<file path="src/rtl/ser7_pkg.sv">
`timescale 1ns/1ps
package ser7_pkg;
  localparam int SER_RATIO = 7;
  localparam logic [SER_RATIO-1:0] FRAME_MARK = 7'b1100011;
  localparam int DATA_LANES = 4;
  localparam int SLIM_LANES = 3;
endpackage

</file>
<file path="src/rtl/ser7_capture.sv">
`timescale 1ns/1ps
module ser7_capture #(
  parameter int WORD_W = 28
) (
  input  logic              clk,
  input  logic              rst_n,
  input  logic              awake,
  input  logic              rise_sel,
  input  logic              pix_clk,
  input  logic [WORD_W-1:0] pix_word,
  output logic [WORD_W-1:0] held_word,
  output logic              word_seen
);
  logic pclk_d;
  logic take;

  // Edge detect on the sampled pixel clock; only the selected edge captures.
  always_comb begin
    if (rise_sel) take = pix_clk & ~pclk_d;
    else          take = ~pix_clk & pclk_d;
    take = take & awake;
  end

  always_ff @(posedge clk) begin
    if (!rst_n) begin
      pclk_d    <= 1'b0;
      held_word <= '0;
      word_seen <= 1'b0;
    end else begin
      pclk_d <= pix_clk;
      if (take) held_word <= pix_word;
      if (!awake)    word_seen <= 1'b0;
      else if (take) word_seen <= 1'b1;
    end
  end
endmodule

</file>
<file path="src/rtl/ser7_framer.sv">
`timescale 1ns/1ps
module ser7_framer #(
  parameter int WORD_W    = 28,
  parameter int LANE_BITS = 7,
  localparam int SLOT_W   = $clog2(LANE_BITS)
) (
  input  logic              clk,
  input  logic              rst_n,
  input  logic              awake,
  input  logic              bit_en,
  input  logic              word_seen,
  input  logic [WORD_W-1:0] held_word,
  output logic [WORD_W-1:0] frame_word,
  output logic [SLOT_W-1:0] slot,
  output logic              running
);
  localparam logic [SLOT_W-1:0] LAST_SLOT = SLOT_W'(LANE_BITS - 1);

  always_ff @(posedge clk) begin
    if (!rst_n) begin
      running    <= 1'b0;
      slot       <= '0;
      frame_word <= '0;
    end else if (!awake) begin
      running <= 1'b0;
      slot    <= '0;
    end else if (bit_en) begin
      if (!running) begin
        if (word_seen) begin
          running    <= 1'b1;
          slot       <= '0;
          frame_word <= held_word;
        end
      end else if (slot == LAST_SLOT) begin
        slot       <= '0;
        frame_word <= held_word;
      end else begin
        slot <= slot + 1'b1;
      end
    end
  end
endmodule

</file>
<file path="src/rtl/ser7_lane_mux.sv">
`timescale 1ns/1ps
module ser7_lane_mux #(
  parameter int LANES        = 4,
  parameter int NARROW_LANES = 3,
  parameter int LANE_BITS    = 7,
  parameter logic [LANE_BITS-1:0] CLK_PATTERN = 7'b1100011,
  localparam int SLOT_W = $clog2(LANE_BITS),
  localparam int WORD_W = LANES * LANE_BITS
) (
  input  logic [WORD_W-1:0] frame_word,
  input  logic [SLOT_W-1:0] slot,
  input  logic              running,
  input  logic              narrow,
  output logic [LANES-1:0]  lane_data,
  output logic              lane_clk
);
  logic [SLOT_W-1:0] pick;
  // Slot 0 carries the top bit of each group.
  assign pick     = SLOT_W'(LANE_BITS - 1) - slot;
  assign lane_clk = running & CLK_PATTERN[pick];

  for (genvar l = 0; l < LANES; l++) begin : g_lane
    logic [LANE_BITS-1:0] seg;
    assign seg = frame_word[l*LANE_BITS +: LANE_BITS];
    if (l >= NARROW_LANES) begin : g_gated
      assign lane_data[l] = running & ~narrow & seg[pick];
    end else begin : g_open
      assign lane_data[l] = running & seg[pick];
    end
  end
endmodule

</file>
<file path="src/rtl/ser7_video_tx.sv">
`timescale 1ns/1ps
module ser7_video_tx #(
  parameter int LANES        = ser7_pkg::DATA_LANES,
  parameter int NARROW_LANES = ser7_pkg::SLIM_LANES,
  parameter int LANE_BITS    = ser7_pkg::SER_RATIO,
  parameter logic [LANE_BITS-1:0] CLK_PATTERN = ser7_pkg::FRAME_MARK,
  localparam int WORD_W = LANES * LANE_BITS,
  localparam int SLOT_W = $clog2(LANE_BITS)
) (
  input  logic              clk,
  input  logic              rst_n,
  input  logic              bit_en,
  input  logic              pix_clk,
  input  logic [WORD_W-1:0] pix_word,
  input  logic              rise_sel,
  input  logic              narrow_mode,
  input  logic              wake,
  output logic [LANES-1:0]  lane_data,
  output logic              lane_clk
);
  logic [WORD_W-1:0] held_word;
  logic              word_seen;
  logic [WORD_W-1:0] frame_word;
  logic [SLOT_W-1:0] slot;
  logic              running;

  ser7_capture #(.WORD_W(WORD_W)) u_cap (
    .clk(clk), .rst_n(rst_n), .awake(wake), .rise_sel(rise_sel),
    .pix_clk(pix_clk), .pix_word(pix_word),
    .held_word(held_word), .word_seen(word_seen)
  );

  ser7_framer #(.WORD_W(WORD_W), .LANE_BITS(LANE_BITS)) u_frm (
    .clk(clk), .rst_n(rst_n), .awake(wake), .bit_en(bit_en),
    .word_seen(word_seen), .held_word(held_word),
    .frame_word(frame_word), .slot(slot), .running(running)
  );

  ser7_lane_mux #(
    .LANES(LANES), .NARROW_LANES(NARROW_LANES),
    .LANE_BITS(LANE_BITS), .CLK_PATTERN(CLK_PATTERN)
  ) u_mux (
    .frame_word(frame_word), .slot(slot), .running(running),
    .narrow(narrow_mode), .lane_data(lane_data), .lane_clk(lane_clk)
  );
endmodule

</file>
<file path="config.mk">
export PLATFORM = sky130hd
export DESIGN_NAME = ser7_video_tx
export DESIGN_NICKNAME = d
export VERILOG_FILES = /design/src/rtl/ser7_pkg.sv /design/src/rtl/ser7_capture.sv /design/src/rtl/ser7_framer.sv /design/src/rtl/ser7_lane_mux.sv /design/src/rtl/ser7_video_tx.sv
export SDC_FILE = /design/constraint.sdc
export NUM_CORES = 1
export LEC_CHECK = 0
export CORE_ASPECT_RATIO = 0.8
export CORE_MARGIN = 8
export CORE_UTILIZATION = 54
export DETAILED_ROUTE_END_ITERATION = 10
export PLACE_DENSITY = 0.86
export SLEW_MARGIN = 10
export SYNTH_ARGS = -nofsm -noshare
export SYNTH_HDL_FRONTEND = slang
export SYNTH_HIERARCHICAL = 1
export SYNTH_SLANG_ARGS = --single-unit
</file>
<file path="constraint.sdc">
create_clock -name clk -period 2.15 [get_ports clk]
set_input_delay 0.215 -clock clk [delete_from_list [all_inputs] [get_ports clk]]
set_output_delay 0.215 -clock clk [all_outputs]
set_load 0.01 [all_outputs]
</file>
==> qor.csv <==
metric,value,unit
status,"finished, final reports clean",
core area,5090,um2
Post-synth EDFFs,0,
layout cells sized above 1,13.5,%
slowest CP cell,dfxtp_4,
CP peak stage delay,390,ps
clock sinks,62,
DP HPWL,3830,um
final WL,5900,um
Synth top area share,43.0,%
pre-CTS WS,-48.6,ps
fmax,0.480,GHz
"count leader, synth",nand2_1,
area of the multi-input gates,1570,um2
Starting Density,56.6,%
RD Place Congestion,0.830,
endpoints failing hold,0,
die span in x,97.7,um
Compound-Gate Fraction of Synth Area,4.43,%
Non-Filler Instances,424,
drt pass-1 iters,4,
post-synthesis xor/xnor area fraction,1.17,%
multiplexer area fraction after synthesis,23.1,%
CP startpoint kind,flop,
Synth Area in Simple Gates,21.5,%
critical path type,reg2out,
worst path cell trace,inv_1 -> ha_4 -> buf_8 -> mux4_2 -> o211a_1 -> clkbuf_2,
# fillers,377,
global-route wire length before repair,10200,um
cells after synthesis,314,
Max Clock Skew,5.44,ps
Max H-tree Level,3,
Layout area overhead,25.7,%
yosys warns,6,
"area leader, netlist",dfxtp_1,
worst-skew pair later-pin latency,330,ps
Yosys cell types,39,
GRT Total Usage,16.0,%
minimum clock period,2080,ps
largest net degree at the start of global routing,69,
Final Setup Violations,0,
sequential area share after synthesis,43.0,%
Clock Tree Buf Depth,2,
DRC viols,0,
Pwr Density,682,nW/um2
hold_buf cts,0,
Most used DFF post-synth,dfxtp_1,
dpl cells,405,
Mapped Avg Cell Area,9.18,um2
RSZ-0062 raised after global routing,yes,
commonest cells in the netlist,"nand2_1 (117), dfxtp_1 (62), mux2i_1 (62)",
Root Driver,clkbuf_8,
Ports,40,
WP data arrival,1870,ps
Peak VDD IR,0.361,mV
leakage,0.00128,uW
max-slew violations,0,
number of core rows,23,
storage element area,1250,um2
synth top area cells,"dfxtp_1 (43%), mux2i_1 (22%), nand2_1 (15%), mux4_2 (1.6%), nand3b_1 (1.6%)",
antenna violations before repair,0,
CTS buffer count,9,
Worst Max-Slew Pin Slew,485,ps
fraction of the mapped netlist area in adder cells,0.868,%
vias per inst,5.25,
"Net Count, Synth",351,
Antenna Cells,0,
Worst path top cell family by delay,flip-flops,
vias,2228,
Clock transition at path regs,70,ps
CP Buf/Inv Count,3,
max cap viols,0,
CTS tree,done,
Crit Path Max Fanout,12,
crit end category,primary output,
die area,7950,um2
die extent in y,81.4,um
final setup TNS,0,ps
Antenna Nets Post-Route,0,
Port Buffers,39,
slew margin rel.,67.3,%
period utilisation layout,96.9,%
CP Data Required Time,1930,ps
Yosys reg bits,62,
nets,394,
ys async rst share,0,%
number of global-route vias before repair,2183,
remaining global-route overflow,0,
main combinational cell family by area after synthesis,multiplexers,
Detailed Route Iter0 Violations,161,
synthesized area,2880,um2
WL/cell,13.9,um
worst hold-check path type,in2reg,
min setup slack post-route,67.4,ps
[sequential cells by signal (all words and copies together) (netlist names)]
| register | cells |
|---|---|
| u_frm/slot | 3 |
| u_frm/frame_word | 28 |
| u_cap/pclk_d | 1 |
| u_cap/held_word | 28 |
| u_frm/running | 1 |
| u_cap/word_seen | 1 |
[worst min-delay path, cell delays in order]
cell     delay, ps
buf_4          250
nand2_1        120
mux2i_1         50
[kinds of logic (layout without fill, tap and decap cells)]
logic type | after synthesis | after routing
AND/OR/NAND/NOR | 142 | 142
AO/OA/AOI/OAI | 17 | 17
buffers and inverters | 24 | 72
multiplexers | 64 | 64
XOR/XNOR | 3 | 3
adder cells (fa/ha/maj) | 2 | 2
flip-flops | 62 | 62
[per-stage QoR]
stage | area [um2] | power [uW] | utilization, % | hold WS [ps]
floorplan | 2890 | 1310 | - | 337
global placement | 3300 | 1380 | 64.8 | 444
detailed placement | 3300 | 1390 | 64.8 | 443
CTS | 3580 | 2500 | 70.4 | 335
global route | 3620 | 2590 | 71.2 | 371
finish | 3620 | 2470 | 71.2 | 354
[layout by cell type (no fill, tap or decap), drive strengths merged, types with 2 or more instances in the layout]
| master | count |
|---|---|
| a21oi | 3 |
| ha | 2 |
| xor2 | 2 |
| nor2b | 2 |
| o21ai | 3 |
| nand2 | 117 |
| nor3b | 2 |
| nand4 | 2 |
| mux4 | 2 |
| and3b | 2 |
| a2111oi | 2 |
| bufinv | 2 |
| dfxtp | 62 |
| inv | 2 |
| nand3 | 3 |
| buf | 16 |
| mux2i | 62 |
| clkinv | 2 |
| nor2 | 2 |
| nand3b | 6 |
| and4b | 2 |
| o211ai | 4 |
| clkbuf | 16 |
| clkdlybuf4s50 | 33 |
[layer usage]
| metal | part of all wire, % | track usage [%] | up-vias |
|---|---|---|---|
| met5 | 0 | 0 | - |
| met2 | 49 | 26.5 | 50 |
| met3 | 5.0 | 6.15 | 5 |
| met4 | 0.83 | 6.05 | 0 |
| li1 | - | - | 1139 |
| met1 | 45 | 18.8 | 1034 |
[power by group]
| group | internal (uW) | switching [uW] |
|---|---|---|
| Combinational | 98.6 | 82.0 |
| Sequential | 1170 | 12.9 |
| Clock | 681 | 425 |
[layout make-up]
cell class | instances | share of cell area [%]
clock buffer | 12 | 4.00
inverter | 2 | 0.207
sequential | 62 | 34.4
multi-input combinational | 228 | 43.2
timing repair buffer | 54 | 14.1
clock inverter | 4 | 1.93
tap | 62 | 2.14
[timing repair]
action | 4_1_cts | 5_1_grt
endpoints found under the setup margin | 5 | 4
gates resized for setup | 21 | 11
setup buffers | 0 | 3
pin swaps | 0 | 2
hold endpoints to repair | 0 | 0
[worst paths after layout]
| path | start | to | slack, ps | cells past startpoint |
|---|---|---|---|---|
| max | u_frm/slot[0]$_SDFFE_PN0P_ | lane_data[0] | 70 | 6 |
| min reg2reg | u_cap/held_word[18]$_SDFFE_PN0P_ | u_frm/frame_word[18]$_SDFFE_PN0P_ | 450 | 2 |
| max reg2reg | u_frm/slot[2]$_SDFFE_PN0P_ | u_frm/frame_word[16]$_SDFFE_PN0P_ | 480 | 5 |
| min | rst_n | u_cap/held_word[3]$_SDFFE_PN0P_ | 350 | 3 |
(Power assumes the default switching activity.)
